==> config.mk <==
export PLATFORM = sky130hd
export DESIGN_NAME = pair_store_issue
export DESIGN_NICKNAME = d
export VERILOG_FILES = /design/src/rtl/psi_pkg.sv /design/src/rtl/psi_decode.sv /design/src/rtl/psi_addr_gen.sv /design/src/rtl/psi_beat_seq.sv /design/src/rtl/pair_store_issue.sv
export SDC_FILE = /design/constraint.sdc
export NUM_CORES = 1
export LEC_CHECK = 0
export BUFFER_PORTS_ARGS = -buffer_cell sky130_fd_sc_hd__buf_2
export CORE_MARGIN = 4
export CORE_UTILIZATION = 35
export DETAILED_ROUTE_END_ITERATION = 10
export MAX_ROUTING_LAYER = met4
export SYNTH_ARGS = -nofsm -noshare
export SYNTH_HDL_FRONTEND = slang
export SYNTH_SLANG_ARGS = --single-unit
==> constraint.sdc <==
create_clock -name clk -period 18.6 [get_ports clk]
set_clock_uncertainty 0.05 [all_clocks]
set_input_delay 0.93 -clock clk [delete_from_list [all_inputs] [get_ports clk]]
set_output_delay 0.93 -clock clk [all_outputs]
set_load 0.02 [all_outputs]
==> src/rtl/psi_pkg.sv <==
package psi_pkg;
  localparam int XLEN   = 64;
  localparam int IDX_W  = 5;
  localparam int STRB_W = XLEN / 8;
  localparam int HALF   = XLEN / 2;
  localparam logic [IDX_W-1:0] SP_IDX = '1;
  localparam int SP_ALIGN_BITS = 4;

  typedef struct packed {
    logic [XLEN-1:0]   addr;
    logic [XLEN-1:0]   data;
    logic [STRB_W-1:0] strb;
  } beat_t;

  typedef enum logic [1:0] {
    S_IDLE   = 2'd0,
    S_SEND0  = 2'd1,
    S_SEND1  = 2'd2,
    S_FINISH = 2'd3
  } seq_state_t;

  // bytes covered by both elements
  function automatic logic [XLEN-1:0] pair_span(input logic wide);
    pair_span = wide ? XLEN'(2 * STRB_W) : XLEN'(STRB_W);
  endfunction

  // bytes covered by one element
  function automatic logic [XLEN-1:0] elem_span(input logic wide);
    elem_span = wide ? XLEN'(STRB_W) : XLEN'(STRB_W / 2);
  endfunction

  // register value as it appears on the lane, zero register honoured
  function automatic logic [XLEN-1:0] lane_value(input logic [XLEN-1:0] v,
                                                 input logic [IDX_W-1:0] idx,
                                                 input logic wide);
    logic [XLEN-1:0] r;
    r = (idx == SP_IDX) ? '0 : v;
    if (!wide) r = {{HALF{1'b0}}, r[HALF-1:0]};
    lane_value = r;
  endfunction

  function automatic logic [STRB_W-1:0] lane_strb(input logic wide);
    lane_strb = wide ? '1 : {{(STRB_W/2){1'b0}}, {(STRB_W/2){1'b1}}};
  endfunction
endpackage

==> src/rtl/psi_decode.sv <==
module psi_decode
  import psi_pkg::*;
(
  input  logic [31:0]      word,
  output logic             legal,
  output logic             wide,
  output logic             pre,
  output logic [IDX_W-1:0] rt,
  output logic [IDX_W-1:0] rt2,
  output logic [IDX_W-1:0] rn
);
  logic fixed_hi_ok;
  logic fixed_mid_ok;
  logic fixed_lo_ok;

  assign fixed_hi_ok  = word[31] && (word[29:23] == 7'b0110010) && !word[22] && !word[21];
  assign fixed_mid_ok = (word[15:13] == 3'b000);
  assign fixed_lo_ok  = (word[11:10] == 2'b10);

  assign legal = fixed_hi_ok && fixed_mid_ok && fixed_lo_ok;
  assign wide  = word[30];
  assign pre   = !word[12];
  assign rt2   = word[20:16];
  assign rn    = word[9:5];
  assign rt    = word[4:0];
endmodule

==> src/rtl/psi_addr_gen.sv <==
module psi_addr_gen
  import psi_pkg::*;
(
  input  logic             wide,
  input  logic             pre,
  input  logic             big_endian,
  input  logic [IDX_W-1:0] rt,
  input  logic [IDX_W-1:0] rt2,
  input  logic [IDX_W-1:0] rn,
  input  logic [XLEN-1:0]  base_val,
  input  logic [XLEN-1:0]  sp_val,
  input  logic [XLEN-1:0]  a_val,
  input  logic [XLEN-1:0]  b_val,
  output beat_t            first,
  output beat_t            second,
  output logic             tagchk,
  output logic             misaligned,
  output logic [XLEN-1:0]  new_base
);
  logic            use_sp;
  logic [XLEN-1:0] base;
  logic [XLEN-1:0] lo_addr;
  logic [XLEN-1:0] hi_addr;
  beat_t           a_beat;
  beat_t           b_beat;

  assign use_sp     = (rn == SP_IDX);
  assign base       = use_sp ? sp_val : base_val;
  assign lo_addr    = pre ? (base - pair_span(wide)) : base;
  assign hi_addr    = lo_addr + elem_span(wide);
  assign new_base   = lo_addr;
  assign misaligned = use_sp && (sp_val[SP_ALIGN_BITS-1:0] != '0);
  assign tagchk     = pre || !use_sp;

  // element placement follows endianness only
  always_comb begin
    a_beat.data = lane_value(a_val, rt, wide);
    b_beat.data = lane_value(b_val, rt2, wide);
    a_beat.strb = lane_strb(wide);
    b_beat.strb = lane_strb(wide);
    a_beat.addr = big_endian ? hi_addr : lo_addr;
    b_beat.addr = big_endian ? lo_addr : hi_addr;
  end

  // issue order follows the addressing mode only
  assign first  = pre ? b_beat : a_beat;
  assign second = pre ? a_beat : b_beat;
endmodule

==> src/rtl/psi_beat_seq.sv <==
module psi_beat_seq
  import psi_pkg::*;
(
  input  logic             clk,
  input  logic             rst_n,
  input  logic             cmd_valid,
  output logic             cmd_ready,
  input  logic             legal,
  input  logic             misaligned,
  input  logic             pre,
  input  logic [IDX_W-1:0] rn,
  input  beat_t            first,
  input  beat_t            second,
  input  logic             tagchk,
  input  logic [XLEN-1:0]  new_base,
  output logic             mw_valid,
  input  logic             mw_ready,
  output logic [XLEN-1:0]  mw_addr,
  output logic [XLEN-1:0]  mw_data,
  output logic [STRB_W-1:0] mw_strb,
  output logic             mw_tagchk,
  output logic             wb_valid,
  output logic             wb_to_sp,
  output logic [IDX_W-1:0] wb_idx,
  output logic [XLEN-1:0]  wb_val,
  output logic             done,
  output logic             undef,
  output logic             align_fault
);
  seq_state_t       state_q;
  beat_t            beat_q [2];
  logic             tag_q;
  logic             pre_q;
  logic [IDX_W-1:0] rn_q;
  logic [XLEN-1:0]  nb_q;
  logic             undef_q;
  logic             fault_q;

  logic accept;
  logic start_ok;
  logic first_taken;
  logic second_taken;
  beat_t cur;

  assign cmd_ready    = (state_q == S_IDLE);
  assign accept       = cmd_valid && cmd_ready;
  assign start_ok     = accept && legal && !misaligned;
  assign first_taken  = (state_q == S_SEND0) && mw_ready;
  assign second_taken = (state_q == S_SEND1) && mw_ready;

  always_ff @(posedge clk) begin
    if (!rst_n) begin
      state_q <= S_IDLE;
      undef_q <= 1'b0;
      fault_q <= 1'b0;
      tag_q   <= 1'b0;
      pre_q   <= 1'b0;
      rn_q    <= '0;
      nb_q    <= '0;
      beat_q[0] <= '0;
      beat_q[1] <= '0;
    end else begin
      undef_q <= accept && !legal;
      fault_q <= accept && legal && misaligned;
      if (start_ok) begin
        beat_q[0] <= first;
        beat_q[1] <= second;
        tag_q     <= tagchk;
        pre_q     <= pre;
        rn_q      <= rn;
        nb_q      <= new_base;
      end
      unique case (state_q)
        S_IDLE:   if (start_ok) state_q <= S_SEND0;
        S_SEND0:  if (first_taken) state_q <= S_SEND1;
        S_SEND1:  if (second_taken) state_q <= S_FINISH;
        S_FINISH: state_q <= S_IDLE;
        default:  state_q <= S_IDLE;
      endcase
    end
  end

  assign cur         = (state_q == S_SEND1) ? beat_q[1] : beat_q[0];
  assign mw_valid    = (state_q == S_SEND0) || (state_q == S_SEND1);
  assign mw_addr     = cur.addr;
  assign mw_data     = cur.data;
  assign mw_strb     = cur.strb;
  assign mw_tagchk   = tag_q;
  assign done        = (state_q == S_FINISH);
  assign wb_valid    = done && pre_q;
  assign wb_to_sp    = (rn_q == SP_IDX);
  assign wb_idx      = rn_q;
  assign wb_val      = nb_q;
  assign undef       = undef_q;
  assign align_fault = fault_q;

  // a stalled beat keeps every field
  p_hold_stalled_r10: assert property (@(posedge clk) disable iff (!rst_n)
    (mw_valid && !mw_ready) |=> (mw_valid && $stable(mw_addr) && $stable(mw_data)
                                 && $stable(mw_strb) && $stable(mw_tagchk)));

  // completion only follows acceptance of the second beat
  p_done_after_second_r11: assert property (@(posedge clk) disable iff (!rst_n)
    done |-> $past(second_taken));

  // writeback never outside a completion
  p_wb_in_done_r11: assert property (@(posedge clk) disable iff (!rst_n)
    wb_valid |-> done);

  // illegal word leaves the channel idle
  p_undef_quiet_r1: assert property (@(posedge clk) disable iff (!rst_n)
    undef |-> (!mw_valid && !done));

  // a fault leaves the channel idle
  p_fault_quiet_r6: assert property (@(posedge clk) disable iff (!rst_n)
    align_fault |-> (!mw_valid && !wb_valid));

  p_events_exclusive_r1: assert property (@(posedge clk) disable iff (!rst_n)
    $onehot0({done, undef, align_fault}));
endmodule

==> src/rtl/pair_store_issue.sv <==
module pair_store_issue
  import psi_pkg::*;
(
  input  logic        clk,
  input  logic        rst_n,
  input  logic        cmd_valid,
  output logic        cmd_ready,
  input  logic [31:0] cmd_word,
  input  logic        big_endian,
  output logic [4:0]  rs_base_idx,
  input  logic [63:0] rs_base_val,
  output logic [4:0]  rs_a_idx,
  input  logic [63:0] rs_a_val,
  output logic [4:0]  rs_b_idx,
  input  logic [63:0] rs_b_val,
  input  logic [63:0] sp_val,
  output logic        mw_valid,
  input  logic        mw_ready,
  output logic [63:0] mw_addr,
  output logic [63:0] mw_data,
  output logic [7:0]  mw_strb,
  output logic        mw_tagchk,
  output logic        wb_valid,
  output logic        wb_to_sp,
  output logic [4:0]  wb_idx,
  output logic [63:0] wb_val,
  output logic        done,
  output logic        undef,
  output logic        align_fault
);
  logic             legal;
  logic             wide;
  logic             pre;
  logic [IDX_W-1:0] rt;
  logic [IDX_W-1:0] rt2;
  logic [IDX_W-1:0] rn;
  beat_t            first;
  beat_t            second;
  logic             tagchk;
  logic             misaligned;
  logic [XLEN-1:0]  new_base;

  psi_decode u_decode (
    .word  (cmd_word),
    .legal (legal),
    .wide  (wide),
    .pre   (pre),
    .rt    (rt),
    .rt2   (rt2),
    .rn    (rn)
  );

  assign rs_base_idx = rn;
  assign rs_a_idx    = rt;
  assign rs_b_idx    = rt2;

  psi_addr_gen u_addr (
    .wide       (wide),
    .pre        (pre),
    .big_endian (big_endian),
    .rt         (rt),
    .rt2        (rt2),
    .rn         (rn),
    .base_val   (rs_base_val),
    .sp_val     (sp_val),
    .a_val      (rs_a_val),
    .b_val      (rs_b_val),
    .first      (first),
    .second     (second),
    .tagchk     (tagchk),
    .misaligned (misaligned),
    .new_base   (new_base)
  );

  psi_beat_seq u_seq (
    .clk         (clk),
    .rst_n       (rst_n),
    .cmd_valid   (cmd_valid),
    .cmd_ready   (cmd_ready),
    .legal       (legal),
    .misaligned  (misaligned),
    .pre         (pre),
    .rn          (rn),
    .first       (first),
    .second      (second),
    .tagchk      (tagchk),
    .new_base    (new_base),
    .mw_valid    (mw_valid),
    .mw_ready    (mw_ready),
    .mw_addr     (mw_addr),
    .mw_data     (mw_data),
    .mw_strb     (mw_strb),
    .mw_tagchk   (mw_tagchk),
    .wb_valid    (wb_valid),
    .wb_to_sp    (wb_to_sp),
    .wb_idx      (wb_idx),
    .wb_val      (wb_val),
    .done        (done),
    .undef       (undef),
    .align_fault (align_fault)
  );

  // misaligned stack base at acceptance yields the fault pulse next cycle
  p_sp_fault_r6: assert property (@(posedge clk) disable iff (!rst_n)
    (cmd_valid && cmd_ready && legal && (rn == SP_IDX) && (sp_val[3:0] != 4'd0))
      |=> align_fault);

  // a word failing the fixed fields never starts a beat
  p_illegal_no_beat_r1: assert property (@(posedge clk) disable iff (!rst_n)
    (cmd_valid && cmd_ready && (cmd_word[11:10] != 2'b10)) |=> (undef && !mw_valid));
endmodule

======== After elaboration in Yosys (flattened, before gate mapping) ========
Memories as Yosys holds them, arrays and structs flattened.
Cells that the tools add are included.
operators by class
  add/sub/neg operators ................... 2
  bitwise logic cells ..................... 2
  multiplexer cells ....................... 24
  reduce and logical (&&, ||, !) cells .... 26
  eq/ne operators ......................... 12
operator list
  operator              count
  $mux W136             5
  $mux W64              8
  $add A64 B64 Y64      1
  $sub A64 B64 Y64      1
  $eq A5 B5 Y1 const B  4
  $logic_and A1 B1 Y1   14
  $mux W8               1
  $pmux W2 S4           1
  $eq A7 B6 Y1 const B  1
  $eq A2 B2 Y1 const B  3
  $logic_not A1 Y1      6
  $mux W2               3
  $mux W5               1
  $mux W1               4
  $mux W4               1
  $ne A2 B1 Y1 const B  2
  $reduce_bool A4 Y1    1
  $logic_not A3 Y1      1
  $reduce_and A3 Y1     1
  $eq A2 B1 Y1 const B  1
  $logic_not A2 Y1      1
  $logic_or A1 B1 Y1    2
  $ne A2 B2 Y1 const B  1
  $or A1 B1 Y1          2
word-level totals
  word-level logic and storage cells ...... 74
  output and inout bits ................... 228
  memory bits (writable) .................. 272
  flip-flop bits (word level) ............. 75
  memories ................................ 1
memory list
  memory        words  width  rd ports  clocked after memory_dff  write ports  RTL line            text
  u_seq.beat_q  2      136    2         0                         2            psi_beat_seq.sv:31  beat_t beat_q [2];

======== Longest topological paths before layout ========
Gate-level depths: netlist of run 1.
  depth in word-level cells ............... 12
  mapped depth ............................ 26

======== Hierarchy ========
A second synthesis of run 1 with hierarchy kept.
unflattened totals
  cell total of the unflattened synthesis .. 2,373
  area, all modules ....................... 23,017.1 um^2
by module, submodules not included
  module        sequential area each (um^2)  cells each  times used  area an instance (um^2)
  psi_beat_seq  9,669.3                      913         1           14,086.0
  psi_addr_gen  0.0                          1,438       1           8,759.7
  psi_decode    0.0                          22          1           171.4

======== Least setup slack after synthesis of run 1 ========
OpenSTA, ideal clock, no wires.
  kind .................................... input-to-reg
  from .................................... in cmd_word[6]
  to ...................................... mem u_seq.beat_q[0][100] (netlist bit) (enable)
  path buffers ............................ 7
  data arrival time ....................... 7.844 ns
  stages on the path ...................... 13
  setup time .............................. 0.605 ns
  setup slack ............................. 10.100 ns
  data required time ...................... 17.945 ns
  cell sequence ........................... nand2_1 clkbuf_1 nor2_1 buf_4 buf_4 buf_2 buf_2 o41ai_1 nand4_1 and2_1 clkbuf_1 clkbuf_1 inv_1
RTL lines
  element             RTL line               text
  start: declaration  pair_store_issue.sv:8  input logic [31:0] cmd_word,
  end: declaration    psi_beat_seq.sv:31

==> flow_summary.yaml, run 1 <==
run_status:
  status: "finished clean"
global_route:
  antenna_found_initial: 8
  track_usage: 0.240
  grt_max_degree: 135
  first_global_vias: 19000
  grt_first_pass_wirelength_um: 116000
  gr-total-overflow: 0
power:
  power_density_nw_per_um2: 74.8
  vdd_ir_drop_max_mv: 0.0505
  p_leak_nw: 9.99
flow_run:
  maxCapViolCount: 0
worst_setup_path:
  r2r_cells: 7
  critPathArrivalTime_ns: 6.45
  r2r_end: "u_seq.beat_q[0][237]"
  cp_max_fo: 19
  crit_type: "in2reg"
  cpLargestDelayFamily: "simple AND/OR/NAND/NOR gates"
  cp_num_buf_inv: 3
  setup.worst_path.start_class: "input pin"
  crit_slowest_cell: "or4_1"
  crit_top_cell: "nand3_1"
  endpoint_kind: "register"
  crit_chain: "buf_2 -> nand3_1 -> buf_4 -> nor2_4 -> mux2i_1 -> ha_1 -> inv_1 -> fa_1 -> or4_1 -> nor2_2 -> nand3_1 -> a22o_1 -> a211oi_1 -> xnor2_1 -> o2111ai_1 -> nor3b_1 -> nand4_1 -> xor2_1 -> nor2_1"
  rr_startpoint: "u_seq.state_q[0]"
  crit_required_ns: 18.84
  reg2reg_slack_ns: 14.87
  cpPeakStageDelay_ns: 0.65
placement:
  io_buffers: 520
  hpwl_um: 57700
  place_congestion: 0.975
cts:
  cts-buffers-inserted: 40
  clock-sinks: 331
  ctsResizeCount: 0
  cts_max_level: 2
  postCtsSetupRepairBufs: 0
  cts_tree: "yes"
  root_buffer: "clkbuf_16"
  clock_latency_ns: 0.54
  clock_path_buffers: 3
  hold_buffers: 0
  clk_pin_slew_ns: 0.06
hold_path:
  min_path_cells: 2
  holdPathEnd: "u_seq.wb_val[35]"
  hold_class: "reg2reg"
  hold_path.startpoint: "u_seq.wb_val[35]"
detailed_routing:
  dr.first_iter.drc_count: 1816
  drt_first_pass_iters: 8
  wl_um: 79300
  vias_per_cell: 5.75
  ant_nets: 0
  drc: 0
  wire_per_inst_um: 23.3
  vias: 19600
yosys:
  syn-num-nets: 2491
  synth_edf_count: 256
  synth.distinct_cells: 83
  synthAdderAreaFrac: 0.00667
  synth_mux_area_frac: 0.0948
  ys_warn_count: 0
  synthCells: 2188
  synth-main-ff-cell: "edfxtp_1"
  synthXorXnorAreaFrac: 0.0742
  synth_top_family_by_area: "simple AND/OR/NAND/NOR gates"
  async_flop_share: 0
  synth-simple-area-share: 0.236
  synth-seq-cells: 331
  syn-cell-area_um2: 21000
  synth_compound_area_frac: 0.108
  yosysSeqAreaShare: 0.438
  avgSynthCellArea_um2: 9.60
finish:
  syn2layout_area_growth_pct: 21.2
  final_nets: 2902
  seqCellArea_um2: 9190
  nFillCells: 5827
  final_common_cell: "buf_2"
  layout_common_cells: "buf_2, nor2_1, edfxtp_1"
  multi_input_area_um2: 11000
  drive_gt1_frac: 0.303
floorplanning:
  die_x_um: 253
  die-area_um2: 64000
  pin_count: 521
  coreArea_um2: 59200
  die_y_um: 253
  start_util: 0.355
  rows: 89
timing:
  post-route-min-period_ns: 6.21
  finalSetupViolations: 0
  hold_viol_final: 0
  hold_slack_ns: 0.394
  rsz0062_at_grt: "false"
  drv_slew: 0
  fin_setup_tns_ns: 0
  tightestPinTransition_ns: 1.23
  relSlewSlack: 0.177
  fmax_mhz: 161
  timing.final.crit_share: 0.334
==> layout make-up <==
type,count,share of cell area
multi-input combinational,1657,0.433
sequential,331,0.361
timing repair buffer,550,0.111
clock buffer,54,0.0442
tap,773,0.0380
clock inverter,19,0.00826
inverter,19,0.00320
antenna,8,0.000787
==> sequential cells by signal (all words and copies together), names as in the netlist <==
| name | cells |
|---|---|
| u_seq.mw_tagchk | 1 |
| u_seq.align_fault | 1 |
| u_seq.pre_q | 1 |
| u_seq.state_q | 2 |
| u_seq.wb_idx | 5 |
| u_seq.beat_q | 256 |
| u_seq.wb_val | 64 |
| u_seq.undef | 1 |
==> power breakdown <==
group	switching [mW]	leakage (nW)	internal, mW
combinational	0.184	6.09	0.0963
clock	0.324	0.655	0.481
sequential	0.00532	3.25	0.814
==> layer usage <==
metal | wire length (um) | GRT usage | up-vias
li1 | - | - | 8953
met1 | 33000 | 0.310 | 9494
met2 | 36500 | 0.379 | 1020
met3 | 7140 | 0.0495 | 143
met4 | 2700 | 0.0809 | 0
met5 | 0 | - | -
==> cell families after synthesis <==
group	count (synthesis)
simple gates	950
compound gates	339
flops	331
buf+inv	200
mux	180
xor+xnor	178
fa+ha+maj	10
==> Yosys cell counts (4+ instances only) <==
cell       count  share of area
nor3_1        52          0.012
o211ai_1       7         0.0025
buf_1          4        0.00071
inv_1         18         0.0032
and2_1        19         0.0057
xor2_1        85          0.035
xnor2_1       93          0.039
or3_1         27         0.0080
a22o_1        39          0.016
nor2_1       330          0.059
clkbuf_1     131          0.023
a211oi_1       9         0.0032
nand3b_1       5         0.0018
nor4b_1        5         0.0021
buf_4         29          0.010
edfxtp_1     256           0.37
dfxtp_1       75          0.071
o21a_1         5         0.0018
nand2_1      108          0.019
a31oi_1      135          0.040
ha_1           8         0.0048
or2_2          6         0.0018
mux2i_1       46          0.022
nor4_2         7         0.0042
o21ai_0       60          0.014
mux2_2       129          0.069
and4_1         8         0.0033
nor4_1        44          0.013
or4_4          4         0.0021
o2111ai_1      5         0.0021
or4_1         27         0.0097
o31ai_1        8         0.0029
nand2b_1       9         0.0027
mux2i_2        4         0.0026
nand3_1       73          0.017
buf_2         16         0.0038
nand4_1       48          0.014
nor2b_1        7         0.0021
a21oi_1       30         0.0071
and3_1       141          0.042
==> worst max path at each step <==
stage                      endpoint  cells past startpoint        start
3_5_place_dp   u_seq.beat_q[0][260]                     19  cmd_word[9]
4_1_cts        u_seq.beat_q[0][260]                     19  cmd_word[9]
6_report       u_seq.beat_q[0][128]                     19  cmd_word[9]
3_3_place_gp   u_seq.beat_q[0][124]                     19  cmd_word[9]
5_1_grt        u_seq.beat_q[0][124]                     19  cmd_word[9]
2_1_floorplan  u_seq.beat_q[0][100]                     13  cmd_word[6]
==> worst register-to-register path, stage by stage (launching register included) <==
cell      delay [ns]
dfxtp_1         0.38
inv_1           0.11
ha_1            0.29
nand4_1         0.26
nand2b_4        0.60
buf_4           0.67
buf_4           0.88
nor2_1          0.21
==> per-stage QoR <==
step	util	setup slack [ns]	power, mW	instance area, um2	instances
2_1_floorplan	-	10.10	0.999	21000	2188
3_3_place_gp	0.407	12.07	1.11	24100	3330
3_5_place_dp	0.407	11.91	1.11	24100	3330
4_1_cts	0.429	12.51	1.92	25400	3403
5_1_grt	0.430	12.08	1.98	25400	3410
6_report	0.430	12.39	1.90	25500	3411
Power figures use the tool's default switching activity.
==> run 2, diff against run 1 <==
==> constraint.sdc (replaced) <==
create_clock -name clk -period 6.3 [get_ports clk]
set_clock_uncertainty 0.05 [all_clocks]
set_input_delay 0.315 -clock clk [delete_from_list [all_inputs] [get_ports clk]]
set_output_delay 0.315 -clock clk [all_outputs]
set_load 0.02 [all_outputs]
==> run 2 against run 1 <==
- cell count grew 0.97%
- critical path depth is 2 lower
- combinational power rose to 3.0 times the previous value
- via count fell by 0.44%
- hold slack worse by 0.36 ns
==> flow_summary.yaml, run 2 (synthesized netlist as in run 1, its figures left out) <==
run_status:
  status: "finished clean"
timing:
  timing.final.crit_share: 0.945
  hold_viol_final: 0
  finalSetupViolations: 0
  post-route-min-period_ns: 5.95
  fmax_mhz: 168
  hold_slack_ns: 0.0319
  relSlewSlack: 0.199
  tightestPinTransition_ns: 1.20
  fin_setup_tns_ns: 0
  drv_slew: 0
  rsz0062_at_grt: "false"
worst_setup_path:
  setup.worst_path.start_class: "input pin"
  cpPeakStageDelay_ns: 0.61
  crit_type: "in2reg"
  crit_slowest_cell: "nor3b_1"
  endpoint_kind: "register"
  crit_required_ns: 6.54
  crit_top_cell: "nand2_1"
  r2r_cells: 8
  crit_chain: "dlygate4sd3_1 -> buf_2 -> nand2_1 -> o21ai_0 -> nand2_1 -> ha_1 -> or4_1 -> nor3_1 -> and4_1 -> o221ai_1 -> xnor2_1 -> nor3_2 -> o2111ai_1 -> nor3b_1 -> nand4_1 -> xor2_1 -> nor2_1"
  cp_num_cells: 17
  cpLargestDelayFamily: "simple AND/OR/NAND/NOR gates"
  cp_max_fo: 6
  cp_num_buf_inv: 2
  critPathArrivalTime_ns: 6.20
global_route:
  gr-total-overflow: 0
  grt_first_pass_wirelength_um: 116000
  track_usage: 0.239
  first_global_vias: 18700
  antenna_found_initial: 2
  grt_max_degree: 132
hold_path:
  min_path_cells: 3
  hold_class: "in2reg"
power:
  vdd_ir_drop_max_mv: 0.157
  power_density_nw_per_um2: 219
  internal_power_mw: 4.12
  clockPowerShare: 0.422
  p_leak_nw: 10.2
  switchingPower_mw: 1.52
  sw_frac_of_total: 0.270
  seqPwrFrac: 0.429
  power_frac_comb: 0.149
floorplanning:
  die_y_um: 253
  pin_count: 521
  die_x_um: 253
  start_util: 0.355
  die-area_um2: 64000
  coreArea_um2: 59200
  rows: 89
placement:
  place_congestion: 0.951
  io_buffers: 520
  hpwl_um: 57300
detailed_routing:
  drc: 0
  vias_per_cell: 5.67
  dr.first_iter.drc_count: 1797
  ant_nets: 0
  drt_first_pass_iters: 7
  wl_um: 78500
  vias: 19500
  wire_per_inst_um: 22.8
cts:
  clock-sinks: 331
  clock_latency_ns: 0.55
  cts_tree: "yes"
  root_buffer: "clkbuf_16"
  cts-buffers-inserted: 41
  clock_path_buffers: 3
  clk_pin_slew_ns: 0.06
  cts_max_level: 2
finish:
  seqCellArea_um2: 9190
  layout_common_cells: "buf_2, nor2_1, edfxtp_1"
  multi_input_area_um2: 11000
  final_common_cell: "buf_2"
  drive_gt1_frac: 0.310
  final_nets: 2937
  syn2layout_area_growth_pct: 22.8
  regMostFlops: "u_seq.beat_q"
  largest_reg_flops: 256
  nFillCells: 5855
flow_run:
  maxCapViolCount: 0
==> run 2: cell count changes in the layout (fill, tap and decap cells not counted), moves of 3 or more <==
cell,before,now
buf_12,0,5
dlygate4sd3_1,0,9
buf_4,31,51
clkbuf_8,3,7
inv_6,0,3
clkinvlp_4,0,3
clkinv_1,7,2
diode_2,8,4
==> run 2: final cells by class <==
class / count / area share
Clock buffer: 59 / 0.0451
Multi-Input combinational cell: 1657 / 0.427
Timing Repair Buffer: 584 / 0.123
Tap cell: 773 / 0.0375
Sequential cell: 331 / 0.356
Antenna cell: 4 / 0.000388
Inverter: 19 / 0.00301
Clock inverter: 17 / 0.00752
==> run 2: power by group through the flow <==
stage | combinational (mW) | clock, mW | sequential, mW
3_3_place_gp | 0.818 | 0 | 2.46
2_1_floorplan | 0.475 | 0 | 2.47
6_report | 0.840 | 2.38 | 2.42
5_1_grt | 0.901 | 2.54 | 2.42
4_1_cts | 0.835 | 2.44 | 2.42
3_5_place_dp | 0.826 | 0 | 2.46
==> run 2: layer usage <==
layer / vias to the layer above / wire length, um / global-route usage / share of wire
met4: 0 / 1870 / 0.0567 / 0.024
li1: 9034 / - / - / -
met1: 9487 / 33800 / 0.315 / 0.43
met5: - / 0 / - / 0
met2: 895 / 36500 / 0.383 / 0.47
met3: 107 / 6300 / 0.0462 / 0.080
==> run 2: tightest hold or removal path, cell delays in order <==
cell and delay (ns):
buf_2 0.07, and2_1 0.13, a21o_1 0.08
==> run 2: final timing paths <==
kind / end / slack [ns] / start
setup / recovery: u_seq.beat_q[0][127] / 0.35 / cmd_word[5]
hold / removal: u_seq.wb_val[1] / 0.03 / rs_base_val[1]
setup reg to reg: u_seq.beat_q[0][107] / 3.15 / u_seq.state_q[0]
hold reg to reg: u_seq.wb_val[1] / 0.40 / u_seq.wb_val[1]
==> run 2: repair_timing <==
item                                    4_1_cts  5_1_grt
setup buffers                                 0        0
gates resized for setup                       0        0
hold buffers                                  9        0
endpoints found under the hold margin        10        0
endpoints found under the setup margin        0        0
==> run 2: stage by stage <==
| stage | power [mW] | instances | setup WS [ns] | utilization | instance area (um2) |
|---|---|---|---|---|---|
| floorplan | 2.94 | 2188 | 0.0142 | - | 21000 |
| global placement | 3.28 | 3355 | 0.483 | 0.411 | 24300 |
| detailed placement | 3.29 | 3355 | 0.392 | 0.411 | 24300 |
| CTS | 5.70 | 3440 | 0.465 | 0.435 | 25800 |
| global route | 5.86 | 3442 | 0.124 | 0.435 | 25800 |
| finish | 5.64 | 3444 | 0.345 | 0.435 | 25800 |
==> run 3, diff against run 2 <==
--- a/config.mk
+++ b/config.mk
@@ -8,6 +8,7 @@
 export BUFFER_PORTS_ARGS = -buffer_cell sky130_fd_sc_hd__buf_2
 export CORE_MARGIN = 4
 export CORE_UTILIZATION = 35
+export CTS_BUF_LIST = sky130_fd_sc_hd__clkbuf_8
 export DETAILED_ROUTE_END_ITERATION = 10
 export MAX_ROUTING_LAYER = met4
 export SYNTH_ARGS = -nofsm -noshare
==> run 3 against run 2 <==
- wire length up 3.0%
- critical path type unchanged
- maximum frequency up 3.0%
- sequential power is essentially flat
- clock power fell by 8.8%
- hold slack improved by 0.037 ns
- worst setup slack gained 0.17 ns
==> flow_summary.yaml, run 3 (synthesized netlist as in run 1, its figures left out) <==
run_status:
  status: "finished clean"
finish:
  final_nets: 3094
  regMostFlops: "u_seq.beat_q"
  layout_common_cells: "buf_2, nor2_1, edfxtp_1"
  largest_reg_flops: 256
  syn2layout_area_growth_pct: 29.0
  drive_gt1_frac: 0.301
  fin_cells: 3617
  final_common_cell: "buf_2"
floorplanning:
  die-area_um2: 64000
  coreArea_um2: 59200
  rows: 89
  pin_count: 521
  die_x_um: 253
  die_y_um: 253
  start_util: 0.355
cts:
  root_buffer: "clkbuf_8"
  clock_path_buffers: 3
  cts-buffers-inserted: 60
  hold_buffers: 147
  clock_latency_ns: 0.65
  clock-sinks: 331
  postCtsSetupRepairBufs: 0
  cts_tree: "yes"
  ctsResizeCount: 0
  cts_max_level: 2
  clk_pin_slew_ns: 0.06
timing:
  rsz0062_at_grt: "false"
  hold_viol_final: 0
  tightestPinTransition_ns: 1.20
  relSlewSlack: 0.199
  drv_slew: 0
  post-route-min-period_ns: 5.78
  fmax_mhz: 173
  finalSetupViolations: 0
  fin_setup_tns_ns: 0
  timing.final.crit_share: 0.917
power:
  seqPwrFrac: 0.439
  p_leak_nw: 10.8
  sw_frac_of_total: 0.282
  vdd_ir_drop_max_mv: 0.141
  internal_power_mw: 3.96
  power_density_nw_per_um2: 203
  power_frac_comb: 0.167
  switchingPower_mw: 1.55
  clockPowerShare: 0.394
worst_setup_path:
  critPathArrivalTime_ns: 6.13
  reg2reg_slack_ns: 3.08
  cpPeakStageDelay_ns: 0.61
  setup.worst_path.start_class: "input pin"
  endpoint_kind: "register"
  crit_start: "cmd_word[5]"
  cp_max_fo: 6
  crit_type: "in2reg"
  r2r_end: "u_seq.beat_q[0][107]"
  r2r_cells: 8
  rr_startpoint: "u_seq.state_q[0]"
  crit_top_cell: "nand2_1"
  crit_slowest_cell: "nor3b_1"
  crit_chain: "dlygate4sd3_1 -> buf_2 -> nand2_1 -> o21ai_0 -> nand2_1 -> ha_1 -> or4_1 -> nor3_1 -> and4_1 -> o221ai_1 -> xnor2_1 -> nor3_2 -> o2111ai_1 -> nor3b_1 -> nand4_1 -> xor2_1 -> nor2_1"
  crit_required_ns: 6.65
  cp-endpoint: "u_seq.beat_q[0][127]"
detailed_routing:
  ant_nets: 0
  vias: 20300
  wl_um: 80900
  wire_per_inst_um: 22.4
  vias_per_cell: 5.61
  dr.first_iter.drc_count: 1876
  drt_first_pass_iters: 6
  drc: 0
placement:
  io_buffers: 520
  hpwl_um: 57300
  post-place-cells: 3355
  place_congestion: 0.951
global_route:
  grt_max_degree: 132
  first_global_vias: 19700
  antenna_found_initial: 1
  grt_first_pass_wirelength_um: 119000
  gr-total-overflow: 0
  track_usage: 0.246
hold_path:
  hold_class: "in2reg"
flow_run:
  maxCapViolCount: 0
## run 3: cell count changes in the layout (fill, tap and decap cells not counted), moves of 8 or more
cell           before  now
clkbuf_1           11    0
clkbuf_16          41    0
clkbuf_8            7   71
clkinv_1            2   10
dlygate4sd3_1       9  147
inv_1              16   30
## run 3: worst min-delay path by stage
stage,start,to,slack [ns],cells after the start
2_1_floorplan,u_seq.pre_q,u_seq.pre_q,0.37,2
3_3_place_gp,u_seq.pre_q,u_seq.pre_q,0.38,2
3_5_place_dp,u_seq.wb_val[61],u_seq.wb_val[61],0.39,2
4_1_cts,sp_val[0],u_seq.align_fault,0.02,4
5_1_grt,sp_val[0],u_seq.align_fault,0.03,4
6_report,rs_base_val[2],u_seq.wb_val[2],0.07,3
## run 3: worst max-delay path: cells and delay by family
kind | cells | cell delay (ns)
AND/OR/NAND/NOR | 9 | 3.23
XOR/XNOR | 2 | 0.56
AO/OA/AOI/OAI | 3 | 1.06
adder cells (fa/ha/maj) | 1 | 0.31
buffers and inverters | 2 | 0.65
## run 3: area by class of cell
| class | count | area, um2 |
|---|---|---|
| fill | 5678 | 32100 |
| clock buffer | 71 | 977 |
| tap | 773 | 967 |
| sequential | 331 | 9190 |
| timing repair buffer | 722 | 4550 |
| inverter | 19 | 77.6 |
| antenna | 1 | 2.50 |
| multi-input combinational | 1657 | 11000 |
| clock inverter | 43 | 304 |
## run 3: metal layers
layer  vias to the layer above  GRT usage  share of wire
li1                       9362          -              -
met1                      9812      0.319           0.42
met2                       991      0.399           0.47
met3                       135     0.0456          0.082
met4                         0     0.0615          0.024
met5                         -          -              0
## run 3: stage by stage
step / util / worst slack, ns / total power [mW] / hold slack, ns / area [um2]
3_3_place_gp: 0.411 / 0.483 / 3.28 / 0.378 / 24300
4_1_cts: 0.457 / 0.586 / 5.56 / 0.0177 / 27100
2_1_floorplan: - / 0.0142 / 2.94 / 0.367 / 21000
3_5_place_dp: 0.411 / 0.392 / 3.29 / 0.392 / 24300
5_1_grt: 0.457 / 0.226 / 5.73 / 0.0302 / 27100
6_report: 0.457 / 0.520 / 5.51 / 0.0686 / 27100
## run 3: power by group through the flow
stage | logic, mW | registers [mW] | clock network [mW]
6_report | 0.918 | 2.42 | 2.17
5_1_grt | 0.982 | 2.42 | 2.33
4_1_cts | 0.908 | 2.42 | 2.23
3_5_place_dp | 0.826 | 2.46 | 0
3_3_place_gp | 0.818 | 2.46 | 0
2_1_floorplan | 0.475 | 2.47 | 0
